[config.mk]
export PLATFORM = sky130hd
export DESIGN_NAME = cfg_smbus_slave
export DESIGN_NICKNAME = d
export VERILOG_FILES = /design/src/rtl/smb_cfg_pkg.sv /design/src/rtl/smb_line_sync.sv /design/src/rtl/smb_link_fsm.sv /design/src/rtl/smb_cfg_bank.sv /design/src/rtl/cfg_smbus_slave.sv
export SDC_FILE = /design/constraint.sdc
export NUM_CORES = 1
export LEC_CHECK = 0
export BUFFER_PORTS_ARGS = -buffer_cell sky130_fd_sc_hd__clkbuf_2
export CORE_ASPECT_RATIO = 1.5
export CORE_MARGIN = 2
export CORE_UTILIZATION = 50
export DETAILED_ROUTE_END_ITERATION = 12
export PLACE_DENSITY = 0.73
export SETUP_SLACK_MARGIN = 0.5
export SYNTH_ARGS = -nofsm -noshare
export SYNTH_HDL_FRONTEND = slang
export SYNTH_SLANG_ARGS = --single-unit
[constraint.sdc]
create_clock -name clk_i -period 2.3 [get_ports clk_i]
set_input_delay 0.345 -clock clk_i [delete_from_list [all_inputs] [get_ports clk_i]]
set_output_delay 0.345 -clock clk_i [all_outputs]
set_load 0.02 [all_outputs]
[src/rtl/smb_cfg_pkg.sv]
package smb_cfg_pkg;
  typedef enum logic [1:0] {STG_ADDR, STG_CMD, STG_CNT, STG_DATA} stage_e;
  typedef enum logic [1:0] {LNK_IDLE, LNK_RX, LNK_ACK} link_e;
  localparam logic [1:0] OC_NONE = 2'd0;
  localparam logic [1:0] OC_5PCT = 2'd1;
  localparam logic [1:0] OC_10PCT = 2'd2;
endpackage

[src/rtl/smb_line_sync.sv]
module smb_line_sync #(
  parameter int STAGES = 2
) (
  input  logic clk_i,
  input  logic rst_ni,
  input  logic scl_i,
  input  logic sda_i,
  output logic sda_o,
  output logic scl_rise_o,
  output logic scl_fall_o,
  output logic start_o,
  output logic stop_o
);
  logic [STAGES-1:0] scl_p, sda_p;
  logic scl_d, sda_d, scl_s;

  always_ff @(posedge clk_i or negedge rst_ni) begin
    if (!rst_ni) begin
      scl_p <= '1;
      sda_p <= '1;
      scl_d <= 1'b1;
      sda_d <= 1'b1;
    end else begin
      scl_p <= {scl_p[STAGES-2:0], scl_i};
      sda_p <= {sda_p[STAGES-2:0], sda_i};
      scl_d <= scl_p[STAGES-1];
      sda_d <= sda_p[STAGES-1];
    end
  end

  assign scl_s      = scl_p[STAGES-1];
  assign sda_o      = sda_p[STAGES-1];
  assign scl_rise_o = scl_s & ~scl_d;
  assign scl_fall_o = ~scl_s & scl_d;
  // bus conditions: data edge while clock stays high
  assign start_o    = scl_s & scl_d & sda_d & ~sda_o;
  assign stop_o     = scl_s & scl_d & ~sda_d & sda_o;
endmodule

[src/rtl/smb_link_fsm.sv]
module smb_link_fsm
  import smb_cfg_pkg::*;
#(
  parameter logic [6:0] SLV_ADDR = 7'h69,
  parameter logic [7:0] CMD_CODE = 8'h00,
  parameter int MAX_CNT = 32,
  parameter int IDX_W = 6
) (
  input  logic             clk_i,
  input  logic             rst_ni,
  input  logic             sda_i,
  input  logic             scl_rise_i,
  input  logic             scl_fall_i,
  input  logic             start_det_i,
  input  logic             stop_det_i,
  output logic             ack_o,
  output logic             wr_en_o,
  output logic [IDX_W-1:0] wr_idx_o,
  output logic [7:0]       wr_data_o
);
  link_e            state_q;
  stage_e           stage_q;
  logic [3:0]       bit_cnt_q;
  logic [7:0]       shreg_q;
  logic             ack_q;
  logic [IDX_W-1:0] remain_q, idx_q;
  logic             byte_ok, byte_done;

  always_comb begin
    byte_ok = 1'b0;
    unique case (stage_q)
      STG_ADDR: byte_ok = (shreg_q == {SLV_ADDR, 1'b0});
      STG_CMD:  byte_ok = (shreg_q == CMD_CODE);
      STG_CNT:  byte_ok = (shreg_q != 8'd0) && (shreg_q <= 8'(MAX_CNT));
      STG_DATA: byte_ok = (remain_q != '0);
      default:  byte_ok = 1'b0;
    endcase
  end

  assign byte_done = (state_q == LNK_RX) && scl_fall_i && (bit_cnt_q == 4'd8);

  always_ff @(posedge clk_i or negedge rst_ni) begin
    if (!rst_ni) begin
      state_q   <= LNK_IDLE;
      stage_q   <= STG_ADDR;
      bit_cnt_q <= '0;
      shreg_q   <= '0;
      ack_q     <= 1'b0;
      remain_q  <= '0;
      idx_q     <= '0;
      wr_en_o   <= 1'b0;
      wr_idx_o  <= '0;
      wr_data_o <= '0;
    end else begin
      wr_en_o <= 1'b0;
      if (start_det_i) begin
        state_q   <= LNK_RX;
        stage_q   <= STG_ADDR;
        bit_cnt_q <= '0;
        ack_q     <= 1'b0;
      end else if (stop_det_i) begin
        state_q <= LNK_IDLE;
        ack_q   <= 1'b0;
      end else begin
        unique case (state_q)
          LNK_RX: begin
            if (scl_rise_i && bit_cnt_q != 4'd8) begin
              shreg_q   <= {shreg_q[6:0], sda_i};
              bit_cnt_q <= bit_cnt_q + 4'd1;
            end else if (byte_done) begin
              if (byte_ok) begin
                ack_q   <= 1'b1;
                state_q <= LNK_ACK;
                if (stage_q == STG_CNT) begin
                  remain_q <= shreg_q[IDX_W-1:0];
                  idx_q    <= '0;
                end
                if (stage_q == STG_DATA) begin
                  wr_en_o   <= 1'b1;
                  wr_idx_o  <= idx_q;
                  wr_data_o <= shreg_q;
                  remain_q  <= remain_q - 1'b1;
                  idx_q     <= idx_q + 1'b1;
                end
              end else begin
                state_q <= LNK_IDLE;
              end
            end
          end
          LNK_ACK: begin
            if (scl_fall_i) begin
              ack_q     <= 1'b0;
              state_q   <= LNK_RX;
              bit_cnt_q <= '0;
              if (stage_q != STG_DATA) stage_q <= stage_e'(stage_q + 2'd1);
            end
          end
          default: ;
        endcase
      end
    end
  end

  assign ack_o = ack_q;

  p_ack_on_fall_r11: assert property (@(posedge clk_i) disable iff (!rst_ni)
    $rose(ack_q) |-> $past(scl_fall_i));
  p_ack_release_r11: assert property (@(posedge clk_i) disable iff (!rst_ni)
    $fell(ack_q) |-> $past(scl_fall_i || stop_det_i || start_det_i));
  p_stop_abort_r7: assert property (@(posedge clk_i) disable iff (!rst_ni)
    (stop_det_i && !start_det_i) |=> (!ack_q && state_q == LNK_IDLE));
  p_bitcnt_r5: assert property (@(posedge clk_i) disable iff (!rst_ni)
    (state_q == LNK_RX) |-> (bit_cnt_q <= 4'd8));
  p_wr_bound_r4: assert property (@(posedge clk_i) disable iff (!rst_ni)
    wr_en_o |-> (int'(wr_idx_o) < MAX_CNT));
endmodule

[src/rtl/smb_cfg_bank.sv]
module smb_cfg_bank
  import smb_cfg_pkg::*;
#(
  parameter int NREG = 6,
  parameter int IDX_W = 6,
  parameter int SS_REG = 0,
  parameter int SS_BIT = 3,
  parameter int MODE_REG = 5,
  parameter int MODE_A_BIT = 5,
  parameter int MODE_B_BIT = 6
) (
  input  logic              clk_i,
  input  logic              rst_ni,
  input  logic              wr_en_i,
  input  logic [IDX_W-1:0]  wr_idx_i,
  input  logic [7:0]        wr_data_i,
  output logic [NREG*8-1:0] cfg_o,
  output logic              ss_en_o,
  output logic              spread_deep_o,
  output logic [1:0]        oclk_lvl_o,
  output logic              tristate_req_o
);
  logic [NREG-1:0][7:0] regs_q;
  logic ss, ma, mb;

  for (genvar g = 0; g < NREG; g++) begin : g_reg
    always_ff @(posedge clk_i or negedge rst_ni) begin
      if (!rst_ni) regs_q[g] <= '0;
      else if (wr_en_i && wr_idx_i == IDX_W'(g)) regs_q[g] <= wr_data_i;
    end
    assign cfg_o[g*8 +: 8] = regs_q[g];
  end

  assign ss = regs_q[SS_REG][SS_BIT];
  assign ma = regs_q[MODE_REG][MODE_A_BIT];
  assign mb = regs_q[MODE_REG][MODE_B_BIT];

  always_comb begin
    if (ss)            oclk_lvl_o = ma ? OC_5PCT : OC_NONE;
    else if (ma && !mb) oclk_lvl_o = OC_5PCT;
    else if (!ma && mb) oclk_lvl_o = OC_10PCT;
    else               oclk_lvl_o = OC_NONE;
  end

  assign ss_en_o        = ss;
  assign spread_deep_o  = ss & mb;
  assign tristate_req_o = ~ss & ma & mb;

  p_hold_r5: assert property (@(posedge clk_i) disable iff (!rst_ni)
    !wr_en_i |=> $stable(cfg_o));
  p_oc10_r9: assert property (@(posedge clk_i) disable iff (!rst_ni)
    (oclk_lvl_o == OC_10PCT) |-> !ss_en_o);
  p_tri_r10: assert property (@(posedge clk_i) disable iff (!rst_ni)
    tristate_req_o |-> (!ss_en_o && oclk_lvl_o == OC_NONE && !spread_deep_o));
endmodule

[src/rtl/cfg_smbus_slave.sv]
module cfg_smbus_slave #(
  parameter logic [6:0] SLV_ADDR = 7'h69,
  parameter logic [7:0] CMD_CODE = 8'h00,
  parameter int NREG = 6,
  parameter int MAX_CNT = 32,
  parameter int SYNC_STAGES = 2
) (
  input  logic              clk_i,
  input  logic              rst_ni,
  input  logic              scl_i,
  input  logic              sda_i,
  output logic              sda_pull_o,
  output logic [NREG*8-1:0] cfg_o,
  output logic              ss_en_o,
  output logic              spread_deep_o,
  output logic [1:0]        oclk_lvl_o,
  output logic              tristate_req_o
);
  localparam int IDX_W = $clog2(MAX_CNT + 1);

  logic sda_s, scl_rise, scl_fall, start_det, stop_det;
  logic wr_en;
  logic [IDX_W-1:0] wr_idx;
  logic [7:0] wr_data;

  smb_line_sync #(.STAGES(SYNC_STAGES)) u_sync (
    .clk_i, .rst_ni, .scl_i, .sda_i,
    .sda_o(sda_s), .scl_rise_o(scl_rise), .scl_fall_o(scl_fall),
    .start_o(start_det), .stop_o(stop_det)
  );

  smb_link_fsm #(
    .SLV_ADDR(SLV_ADDR), .CMD_CODE(CMD_CODE), .MAX_CNT(MAX_CNT), .IDX_W(IDX_W)
  ) u_link (
    .clk_i, .rst_ni, .sda_i(sda_s), .scl_rise_i(scl_rise), .scl_fall_i(scl_fall),
    .start_det_i(start_det), .stop_det_i(stop_det), .ack_o(sda_pull_o),
    .wr_en_o(wr_en), .wr_idx_o(wr_idx), .wr_data_o(wr_data)
  );

  smb_cfg_bank #(.NREG(NREG), .IDX_W(IDX_W)) u_bank (
    .clk_i, .rst_ni, .wr_en_i(wr_en), .wr_idx_i(wr_idx), .wr_data_i(wr_data),
    .cfg_o, .ss_en_o, .spread_deep_o, .oclk_lvl_o, .tristate_req_o
  );
endmodule

After elaboration in Yosys (flattened, before gate mapping)

Index checks and enable logic that the tools add are counted.

Bits in registers: 98
Output and inout bits: 54
Word-level logic and storage cells: 136
Input port bits: 4

$lt $le $gt $ge: 1
Equal/unequal tests: 21
Reductions and logical operators: 32
Add/sub/neg operators: 4
Bitwise gates (word level): 18
Muxes and demuxes: 40

Operators by type and width:

| operator            | number |
|---|---|
| $mux 2              | 14 |
| $mux 6              | 4 |
| $mux 4              | 4 |
| $reduce_and 4->1    | 4 |
| $mux 1              | 14 |
| $reduce_and 7->1    | 2 |
| $eq 6x2->1 const B  | 2 |
| $eq 6x3->1 const B  | 2 |
| $logic_and 1x1->1   | 12 |
| $ne 4x3->1 const B  | 3 |
| $and 1x1->1         | 10 |
| $eq 8x8->1 const B  | 1 |
| $le 8x6->1 const B  | 1 |
| $logic_not 8->1     | 1 |
| $ne 4x4->1 const B  | 2 |
| $not 1->1           | 8 |
| $pmux 4 s2          | 1 |
| $reduce_bool 2->1   | 4 |
| $reduce_bool 8->1   | 1 |
| $add 6x1->6 const B | 1 |
| $eq 2x2->1 const B  | 3 |
| $eq 6x1->1 const B  | 1 |
| $logic_not 6->1     | 1 |
| $reduce_bool 6->1   | 1 |
| other kinds (16)    | 19 |

Logic depth before layout (Yosys ltp)

Gate-level depths: netlist (run 1).

Word-level depth: 9
Depth in mapped cells: 9
Depth with buffers taken out: 8

Cells and area by module

A second synthesis (run 1) with hierarchy kept.

Cells, all modules: 342
Area total of the unflattened synthesis: 4411.7 µm²

Modules (own cells, without submodules):

| module        | times used | seq. area each (µm²) | area an instance (µm²) | cells each |
|---|---|---|---|---|
| smb_link_fsm  | 1          | 1101.1               | 2324.7                 | 216 |
| smb_cfg_bank  | 1          | 1201.2               | 1896.8                 | 116 |
| smb_line_sync | 1          | 157.7                | 190.2                  | 10 |

Worst setup path before layout (run 1)

No wires, ideal clock.

Path type: register -> register
Start: reg u_link.state_q[0]
End: reg u_link.bit_cnt_q[2]
Data arrival time: 2.162 ns
Setup time: 0.067 ns
Cell stages (with the launch flop): 9
Setup slack: 0.071 ns
Buffers on the path: 0
Clock period less this slack: 2.229 ns
Required time: 2.233 ns
Cell sequence: dfrtp_1 > inv_1 > ha_1 > nor4b_1 > a211oi_1 > a31oi_1 > o21ai_0 > or4b_2 > nand2_1

Word-level cells in the longest chain between the ends: 4
Elaborated cells between the ends (all ways): 9
Classes of those cells: 4 x eq/ne; 3 x mux; 2 x reduce/logical

Ends and longest elaborated chain:

| element                                         | line               | text |
|---|---|---|
| start: declaration                              | smb_link_fsm.sv:21 | `link_e state_q;` |
| start signal: assignment                        | smb_link_fsm.sv:44 | `state_q <= LNK_IDLE;` |
| start signal: assignment                        | smb_link_fsm.sv:57 | `state_q <= LNK_RX;` |
| start signal: assignment                        | smb_link_fsm.sv:62 | `state_q <= LNK_IDLE;` |
| $eq 2x2->1 / $eq 2x1->1 (equally long branches) | smb_link_fsm.sv:65 | `unique case (state_q)` |
| $pmux 4 s2                                      | smb_link_fsm.sv:65 |  |
| $mux 4                                          | smb_link_fsm.sv:61 | `end else if (stop_det_i) begin` |
| $mux 4                                          | smb_link_fsm.sv:56 | `if (start_det_i) begin` |
| end signal: assignment                          | smb_link_fsm.sv:69 | `bit_cnt_q <= bit_cnt_q + 4'd1;` |
| end: declaration                                | smb_link_fsm.sv:23 | `logic [3:0] bit_cnt_q;` |

Parallel ways exist; a longest one is shown, timed or not. The select of a mux whose other input is x is not followed.
A chain may end at the register's enable or synchronous reset.

Final worst setup path (run 1)

Start: reg u_link.shreg_q[1]
End: reg u_link.wr_idx_o[2]

Word-level cells in the longest chain between the ends: 4
Elaborated cells between the ends (all ways): 7
Classes of those cells: 1 x order compare; 1 x eq/ne; 1 x mux; 4 x reduce/logical

Ends and longest elaborated chain:

| element                                                | line               | text |
|---|---|---|
| start: declaration                                     | smb_link_fsm.sv:24 | `logic [7:0] shreg_q;` |
| start signal: assignment                               | smb_link_fsm.sv:68 | `shreg_q <= {shreg_q[6:0], sda_i};` |
| $le 8x6->1 / $reduce_bool 8->1 (equally long branches) | smb_link_fsm.sv:34 | `STG_CNT: byte_ok = (shreg_q != 8'd0) && (shreg_q <= 8'(MAX_CNT));` |
| $logic_and 1x1->1                                      | smb_link_fsm.sv:34 |  |
| $pmux 1 s4 *                                           | smb_link_fsm.sv:31 | `unique case (stage_q)` |
| $reduce_and 7->1 (no source line) *                    | n/a                |  |
| end signal: assignment                                 | smb_link_fsm.sv:80 | `wr_idx_o <= idx_q;` |
| end: declaration                                       | smb_link_fsm.sv:18 | `output logic [IDX_W-1:0] wr_idx_o,` |

Mark *: on every way between the ends. The rest lies on a longest branch, timed or not.

==> metrics.json, run 1 <==
{
  "timing.setup.critical_path_class": "reg2reg",
  "dp_slack_ns": 0.06933,
  "cts_buffer_depth": 2,
  "syn_to_final_growth_pct": 36.74,
  "fin_tns_setup_ns": 0,
  "grt_first_pass_wirelength_um": 17850,
  "dp_hpwl_um": 6957,
  "post_synth_instance_area_sq_um": 4496,
  "status": "complete, no violations",
  "worst_ep_required_time_ns": 2.53,
  "seq_area_frac_synth_pct": 54.72,
  "layout_worst_path_cycle_share_pct": 94.34,
  "rsz_0062_raised_after_global_routing": "true",
  "num_io_pins": 58,
  "filler_cell_count": 580,
  "count_of_buffers_from_port_buffering": 57,
  "chipWidth_um": 81.42,
  "numCtsBuffers": 9,
  "dieHeight_um": 120.1,
  "power.total_mw": 4.548,
  "grt_pass1_vias": 3545,
  "ff_latch_area_sq_um": 2466,
  "grt_start_max_net_pins": 56,
  "static-leakage-power_nw": 2.977,
  "multi_input_area_sq_um": 2340,
  "dominantRegCellSynth": "sky130_fd_sc_hd__dfrtp_1",
  "routedWlPerCell_um": 19.30,
  "ys_seq_elements": 98,
  "cts_tree": "yes",
  "viasPerCell": 5.843,
  "postCtsHoldBufs": 0,
  "postLayoutCoreUtil_pct": 70.05,
  "asyncSetResetFlopFracSynth_pct": 100.0,
  "initial_utilization_pct": 51.23,
  "layout.nets": 494,
  "syn_area_per_cell_sq_um": 12.84,
  "post_synth_inst_count": 350,
  "ctsRootBufferMaster": "sky130_fd_sc_hd__clkbuf_16",
  "die_area_sq_um": 9781,
  "cts.sink_count": 98,
  "drive_gt1_share_pct": 57.44,
  "ys.warnings.count": 0,
  "synth.distinct_cells": 58,
  "power_per_cell_area_nw_per_um2": 739.9,
  "final-setup-viol-count": 0,
  "initial_antenna_violation_count": 0,
  "first_iter_violations": 223,
  "groute.usage.overall_pct": 23.99,
  "crit_path_max_fanout": 8,
  "global_route.overflow_total": 0,
  "timing.final.ws_setup_ns": 0.1302,
  "clk_transition_reported_paths_ns": 0.07,
  "worst_hold_path_type": "in2async",
  "maxClockFrequency_ghz": 0.4609,
  "fp_rows": 42,
  "drt_first_pass_iters": 4,
  "commonest_cells_after_routing_fill_and_taps_aside": "sky130_fd_sc_hd__dfrtp_1 (87), sky130_fd_sc_hd__buf_4 (61), sky130_fd_sc_hd__clkbuf_2 (56)",
  "clock_latency_of_the_later_clocked_register_in_the_worst_skew_pair_ns": 0.35,
  "mostFrequentLayoutCell": "sky130_fd_sc_hd__dfrtp_1",
  "regToRegStartpoint": "u_link.shreg_q[1]",
  "critical_path.startpoint": "u_link.shreg_q[1]",
  "core_area_sq_um": 8776,
  "drt_total_wl_um": 11460,
  "drc": 0,
  "antenna_left": 0,
  "syn_nets": 365,
  "finalWeightedCongestion": 0.8725,
  "tightestPinTransition_ns": 0.6957,
  "slew_viol_final": 0,
  "worstSetupEndpointType": "register",
  "cp.arrival_ns": 2.40,
  "period_needed_ns": 2.170,
  "peakVddDrop_mv": 0.7007,
  "antenna-diode-count": 0,
  "routed-via-count": 3471,
  "nature_of_the_critical_path_startpoint": "register",
  "timing.clock.skew_ns": 0.005204,
  "h-tree-depth": 3,
  "number_of_synthesized_flops_with_an_enable_pin": 0,
  "report.final.hold_viol_count": 0,
  "cap_violations": 0,
  "relSlewSlack_pct": 53.62
}
-- registers in the layout, summed over array words and instances (netlist names) --
register,flops
u_link.stage_q,2
u_link.shreg_q,8
u_link.idx_q,6
u_link.ack_o,1
u_link.wr_data_o,8
u_link.remain_q,6
u_sync.scl_d,1
u_sync.sda_d,1
u_bank.cfg_o,48
u_link.wr_idx_o,6
u_sync.scl_p,2
u_sync.sda_p,2
u_link.wr_en_o,1
u_link.bit_cnt_q,4
u_link.state_q,2
-- critical path, stage by stage (launching register included) --
cell and delay, ns:
sky130_fd_sc_hd__dfrtp_2 0.47, sky130_fd_sc_hd__nor2_1 0.23, sky130_fd_sc_hd__nand3_2 0.13, sky130_fd_sc_hd__a2111oi_4 0.42, sky130_fd_sc_hd__o21a_2 0.27, sky130_fd_sc_hd__nand2_8 0.09, sky130_fd_sc_hd__buf_4 0.15, sky130_fd_sc_hd__mux2_4 0.29
-- cells in the mapped netlist (3+ instances only) --
| master | count | area, sq um |
|---|---|---|
| sky130_fd_sc_hd__o21ai_0 | 18 | 90.09 |
| sky130_fd_sc_hd__inv_1 | 13 | 48.80 |
| sky130_fd_sc_hd__a21oi_1 | 6 | 30.03 |
| sky130_fd_sc_hd__o221ai_1 | 3 | 26.28 |
| sky130_fd_sc_hd__mux2_4 | 8 | 120.1 |
| sky130_fd_sc_hd__mux2_2 | 61 | 686.9 |
| sky130_fd_sc_hd__nor4_1 | 4 | 25.02 |
| sky130_fd_sc_hd__a211o_1 | 3 | 26.28 |
| sky130_fd_sc_hd__dfrtp_1 | 92 | 2302 |
| sky130_fd_sc_hd__nand2_1 | 12 | 45.04 |
| sky130_fd_sc_hd__a22o_1 | 4 | 35.03 |
| sky130_fd_sc_hd__a21o_1 | 4 | 30.03 |
| sky130_fd_sc_hd__a31oi_1 | 6 | 37.54 |
| sky130_fd_sc_hd__nand3b_1 | 4 | 30.03 |
| sky130_fd_sc_hd__nor4b_1 | 3 | 26.28 |
| sky130_fd_sc_hd__ha_1 | 11 | 137.6 |
| sky130_fd_sc_hd__or2_2 | 3 | 18.77 |
| sky130_fd_sc_hd__nand3_1 | 10 | 50.05 |
| sky130_fd_sc_hd__nand2b_1 | 3 | 18.77 |
| sky130_fd_sc_hd__dfstp_2 | 6 | 157.7 |
| sky130_fd_sc_hd__nor3_1 | 3 | 15.01 |
| sky130_fd_sc_hd__and2_1 | 3 | 18.77 |
| sky130_fd_sc_hd__clkbuf_1 | 8 | 30.03 |
| sky130_fd_sc_hd__nor2_1 | 15 | 56.30 |
-- logic make-up after synthesis --
logic type,count (synthesis),synth area share (%)
flops,98,54.72
simple gates,83,11.66
mux,71,18.40
compound gates,60,9.408
buf+inv,25,2.366
fa+ha+maj,11,3.061
xor+xnor,2,0.3897
-- power breakdown --
group	internal, mW	switching (mW)
logic	0.566	0.513
registers	1.85	0.165
clock network	0.755	0.700
total	3.17	1.38
-- layout make-up --
cell class,count,share of cell area [%]
clock buffer,9,3.664
clock inverter,7,1.018
inverter,14,0.8549
multi-input combinational,229,38.06
sequential,98,40.12
tap,110,2.239
timing repair buffer,127,14.04
-- timing repair --
item,4_1_cts,5_1_grt
cloned,2,0
resized for setup,42,32
setup endpoints to repair,72,67
setup buffers,34,12
pin swaps,25,11
-- stage by stage --
step	cells	hold slack [ns]	instance area, sq um
2_1_floorplan	350	0.04941	4678
3_3_place_gp	530	0.3475	5199
3_5_place_dp	530	0.3482	5199
4_1_cts	582	0.06493	5942
5_1_grt	594	0.06712	6147
6_report	594	0.02795	6147
-- worst paths after layout --
check / depth (start not counted) / endpoint / slack, ns
worst max-delay path: 7 / u_link.wr_idx_o[2] / 0.13
worst min-delay path: 1 / u_link.shreg_q[6] / 0.03
worst max register to register: 7 / u_link.wr_idx_o[2] / 0.13
worst min register to register: 0 / u_sync.scl_p[1] / 0.36
max in group asynchronous: 2 / u_bank.cfg_o[37] / 1.51
min in group clk_i: 1 / u_sync.sda_p[0] / 0.08
-- per-layer routing --
| metal | routed length [um] | vias to the layer above | track usage [%] |
|---|---|---|---|
| li1 | - | 1562 | - |
| met3 | 502 | 37 | 4.361 |
| met2 | 6326 | 119 | 41.80 |
| met4 | 426 | 0 | 10.81 |
| met1 | 4208 | 1753 | 27.94 |
| met5 | 0 | - | 0 |
Note: power is estimated with default switching activity, not from simulation.
==> inputs of run 2 (changes only) <==
PLACE_DENSITY = 0.71   (was 0.73)
clock period = 2.8 ns   (was 2.3 ns; I/O delays follow)
==> run 2 against run 1 <==
Net effect: critical path depth grew 1; register-to-register slack improved by 0.39 ns; clock-buffer cell count rose by 2; clock skew increased by 0.0031 ns; combinational power decreased by 49%; largest power group unchanged; highest routed layer unchanged.
==> metrics.json, run 2 (same netlist as run 1, synthesis figures left out) <==
{
  "status": {"value": "complete, no violations", "change": "unchanged"},
  "viasPerCell": {"value": 5.634, "change": "was 5.843"},
  "dieHeight": {"value": 120.1, "unit": "um", "change": "unchanged"},
  "antenna-diode-count": {"value": 0, "change": "unchanged"},
  "worstPathCellList": {"value": "inv_1, ha_2, nor4b_2, a211oi_2, a31oi_1, o21ai_2, or4b_2, nand2_1", "change": "was nor2_1, nand3_2, a2111oi_4, o21a_2, nand2_8, buf_4, mux2_4"},
  "h-tree-depth": {"value": 3, "change": "unchanged"},
  "commonest_cells_after_routing_fill_and_taps_aside": {"value": "sky130_fd_sc_hd__dfrtp_1 (89), sky130_fd_sc_hd__mux2_2 (61), sky130_fd_sc_hd__clkbuf_2 (56)", "change": "was sky130_fd_sc_hd__dfrtp_1 (87), sky130_fd_sc_hd__buf_4 (61), sky130_fd_sc_hd__clkbuf_2 (56)"},
  "drt_total_wl": {"value": 8834, "unit": "um", "change": "was 11460 um"},
  "worstPathBufferInverterCount": {"value": 1, "change": "unchanged"},
  "cts_tree": {"value": "yes", "change": "unchanged"},
  "fp_rows": {"value": 42, "change": "unchanged"},
  "final-setup-viol-count": {"value": 0, "change": "unchanged"},
  "regToRegStartpoint": {"value": "u_link.state_q[0]", "change": "was u_link.shreg_q[1]"},
  "initial_utilization": {"value": 51.23, "unit": "%", "change": "unchanged"},
  "tightestPinTransition": {"value": 0.7147, "unit": "ns", "change": "was 0.6957 ns"},
  "power.total": {"value": 3.350, "unit": "mW", "change": "was 4.548 mW"},
  "critical_path.startpoint": {"value": "u_link.state_q[0]", "change": "was u_link.shreg_q[1]"},
  "clock_latency_of_the_later_clocked_register_in_the_worst_skew_pair": {"value": 0.34, "unit": "ns", "change": "was 0.35 ns"},
  "setup.reg_to_reg.worst_slack": {"value": 0.52, "unit": "ns", "change": "was 0.13 ns"},
  "worst_r2r_path_depth": {"value": 8, "change": "was 7"},
  "global_route.overflow_total": {"value": 0, "change": "unchanged"},
  "cts_buffer_depth": {"value": 2, "change": "unchanged"},
  "ctsRootBufferMaster": {"value": "sky130_fd_sc_hd__clkbuf_16", "change": "unchanged"},
  "groute.usage.overall": {"value": 19.20, "unit": "%", "change": "was 23.99%"},
  "routed-via-count": {"value": 3048, "change": "was 3471"},
  "cp.arrival": {"value": 2.56, "unit": "ns", "change": "was 2.40 ns"},
  "worstSetupEndpointType": {"value": "register", "change": "unchanged"},
  "drt_first_pass_iters": {"value": 5, "change": "was 4"},
  "clk_transition_reported_paths": {"value": 0.07, "unit": "ns", "change": "about the same"},
  "crit_path_top_delay_cell": {"value": "sky130_fd_sc_hd__or4b_2", "change": "was sky130_fd_sc_hd__dfrtp_2"},
  "first_iter_violations": {"value": 120, "change": "was 223"},
  "filler_cell_count": {"value": 699, "change": "was 580"},
  "layout.nets": {"value": 441, "change": "was 494"},
  "worst_ep_required_time": {"value": 3.07, "unit": "ns", "change": "was 2.53 ns"},
  "number_of_flip_flops_in_the_largest_register": {"value": 48, "change": "unchanged"},
  "relSlewSlack": {"value": 52.09, "unit": "%", "change": "was 53.62%"},
  "nature_of_the_critical_path_startpoint": {"value": "register", "change": "unchanged"},
  "crit_path_max_fanout": {"value": 7, "change": "was 8"},
  "fin_tns_setup": {"value": 0, "unit": "ns", "change": "unchanged"},
  "static-leakage-power": {"value": 2.675, "unit": "nW", "change": "was 2.977 nW"},
  "worst_path_largest_cell_delay": {"value": 0.61, "unit": "ns", "change": "was 0.47 ns"},
  "numCtsBuffers": {"value": 9, "change": "unchanged"},
  "num_io_pins": {"value": 58, "change": "unchanged"},
  "rsz_0062_raised_after_global_routing": {"value": "true", "change": "unchanged"},
  "timing.clock.skew": {"value": 0.008293, "unit": "ns", "change": "was 0.005204 ns"},
  "core_area": {"value": 8776, "unit": "sq um", "change": "unchanged"},
  "finalWeightedCongestion": {"value": 0.8633, "change": "was 0.8725"},
  "cap_violations": {"value": 0, "change": "unchanged"},
  "period_needed": {"value": 2.284, "unit": "ns", "change": "was 2.170 ns"},
  "grt_first_pass_wirelength": {"value": 14430, "unit": "um", "change": "was 17850 um"},
  "chipWidth": {"value": 81.42, "unit": "um", "change": "unchanged"},
  "drc": {"value": 0, "change": "unchanged"},
  "grt_pass1_vias": {"value": 2969, "change": "was 3545"},
  "worst_hold_path_type": {"value": "in2async", "change": "unchanged"},
  "grt_start_max_net_pins": {"value": 55, "change": "was 56"},
  "worst_path_dominant_cell_family": {"value": "simple AND/OR/NAND/NOR gates", "change": "was compound AO/OA/AOI/OAI gates"},
  "crit_path_end": {"value": "u_link.bit_cnt_q[2]", "change": "was u_link.wr_idx_o[2]"},
  "timing.setup.critical_path_class": {"value": "reg2reg", "change": "unchanged"},
  "layout_worst_path_cycle_share": {"value": 81.58, "unit": "%", "change": "was 94.34%"},
  "die_area": {"value": 9781, "unit": "sq um", "change": "unchanged"},
  "count_of_buffers_from_port_buffering": {"value": 57, "change": "unchanged"},
  "slew_viol_final": {"value": 0, "change": "unchanged"},
  "maxClockFrequency": {"value": 0.4378, "unit": "GHz", "change": "was 0.4609 GHz"},
  "peakVddDrop": {"value": 0.4891, "unit": "mV", "change": "was 0.7007 mV"},
  "drive_gt1_share": {"value": 45.24, "unit": "%", "change": "was 57.44%"},
  "power_per_cell_area": {"value": 617.8, "unit": "nW/um^2", "change": "was 739.9 nW/um^2"},
  "dp_hpwl": {"value": 6148, "unit": "um", "change": "was 6957 um"},
  "crit-reg2reg-capture": {"value": "u_link.bit_cnt_q[2]", "change": "was u_link.wr_idx_o[2]"},
  "initial_antenna_violation_count": {"value": 0, "change": "unchanged"},
  "antenna_left": {"value": 0, "change": "unchanged"},
  "mostFrequentLayoutCell": {"value": "sky130_fd_sc_hd__dfrtp_1", "change": "unchanged"},
  "cts.sink_count": {"value": 98, "change": "unchanged"},
  "syn_to_final_growth": {"value": 20.62, "unit": "%", "change": "was 36.74%"},
  "routedWlPerCell": {"value": 16.33, "unit": "um", "change": "was 19.30 um"},
  "critical_path_depth_in_cells": {"value": 8, "change": "was 7"},
  "report.final.hold_viol_count": {"value": 0, "change": "unchanged"}
}
==> run 2: changes by cell type in the layout (fill, tap and decap cells not counted), moves of 3 or more <==
cell / change
sky130_fd_sc_hd__inv_2: -6
sky130_fd_sc_hd__inv_1: +5
sky130_fd_sc_hd__o21ai_1: -7
sky130_fd_sc_hd__mux2_2: +31
sky130_fd_sc_hd__buf_6: -8
sky130_fd_sc_hd__mux2_4: -31
sky130_fd_sc_hd__clkinv_4: -3
sky130_fd_sc_hd__ha_4: -3
sky130_fd_sc_hd__o21ai_2: -3
sky130_fd_sc_hd__buf_4: -44
sky130_fd_sc_hd__o21ai_0: +9
sky130_fd_sc_hd__ha_1: +4
==> run 2: stage by stage <==
step	setup WS (ns)	cells	instance area [sq um]	hold slack, ns	utilization [%]
global route	0.4113	541	5423	0.1382	61.79
floorplan	0.5709	350	4496	0.1244	-
finish	0.5158	541	5423	0.1154	61.79
detailed placement	0.3909	514	4940	0.3472	56.29
global placement	0.4495	514	4940	0.3454	56.29
CTS	0.4424	531	5238	0.1374	59.68
==> run 2: final cells by class <==
cell class / instances / area, sq um / share of cell area (%)
sequential: 98 / 2464 / 45.43
multi-input combinational: 227 / 2021 / 37.26
timing repair buffer: 76 / 467.9 / 8.629
clock buffer: 11 / 242.7 / 4.476
tap: 110 / 137.6 / 2.538
inverter: 14 / 55.05 / 1.015
clock inverter: 5 / 35.03 / 0.6461
==> run 2: routing by layer <==
| metal | share of wire, % | vias to the layer above | global-route usage, % |
|---|---|---|---|
| li1 | - | 1434 | - |
| met1 | 43 | 1518 | 24.01 |
| met2 | 52 | 82 | 32.17 |
| met3 | 3.9 | 14 | 3.985 |
| met4 | 1.7 | 0 | 7.097 |
| met5 | 0 | - | 0 |
==> run 2: power breakdown <==
group / switching [mW] / internal, mW
sequential: 0.140 / 1.52
combinational: 0.285 / 0.262
clock: 0.517 / 0.630
==> run 2: repair_timing <==
item                       in CTS  in global routing
setup buffers                   1                 10
setup endpoints to repair      13                 34
gates resized for setup         3                 19
pin swaps                       1                  5
hold buffers                    0                  0
==> run 2: worst min path at each step <==
stage | cells past startpoint | startpoint | to | slack (ns)
6_report | 1 | rst_ni | u_bank.cfg_o[41] | 0.12
5_1_grt | 1 | sda_i | u_sync.sda_p[0] | 0.14
3_5_place_dp | 0 | u_sync.scl_p[0] | u_sync.scl_p[1] | 0.35
2_1_floorplan | 0 | rst_ni | u_bank.cfg_o[0] | 0.12
3_3_place_gp | 0 | u_sync.scl_p[0] | u_sync.scl_p[1] | 0.35
4_1_cts | 1 | rst_ni | u_bank.cfg_o[33] | 0.14
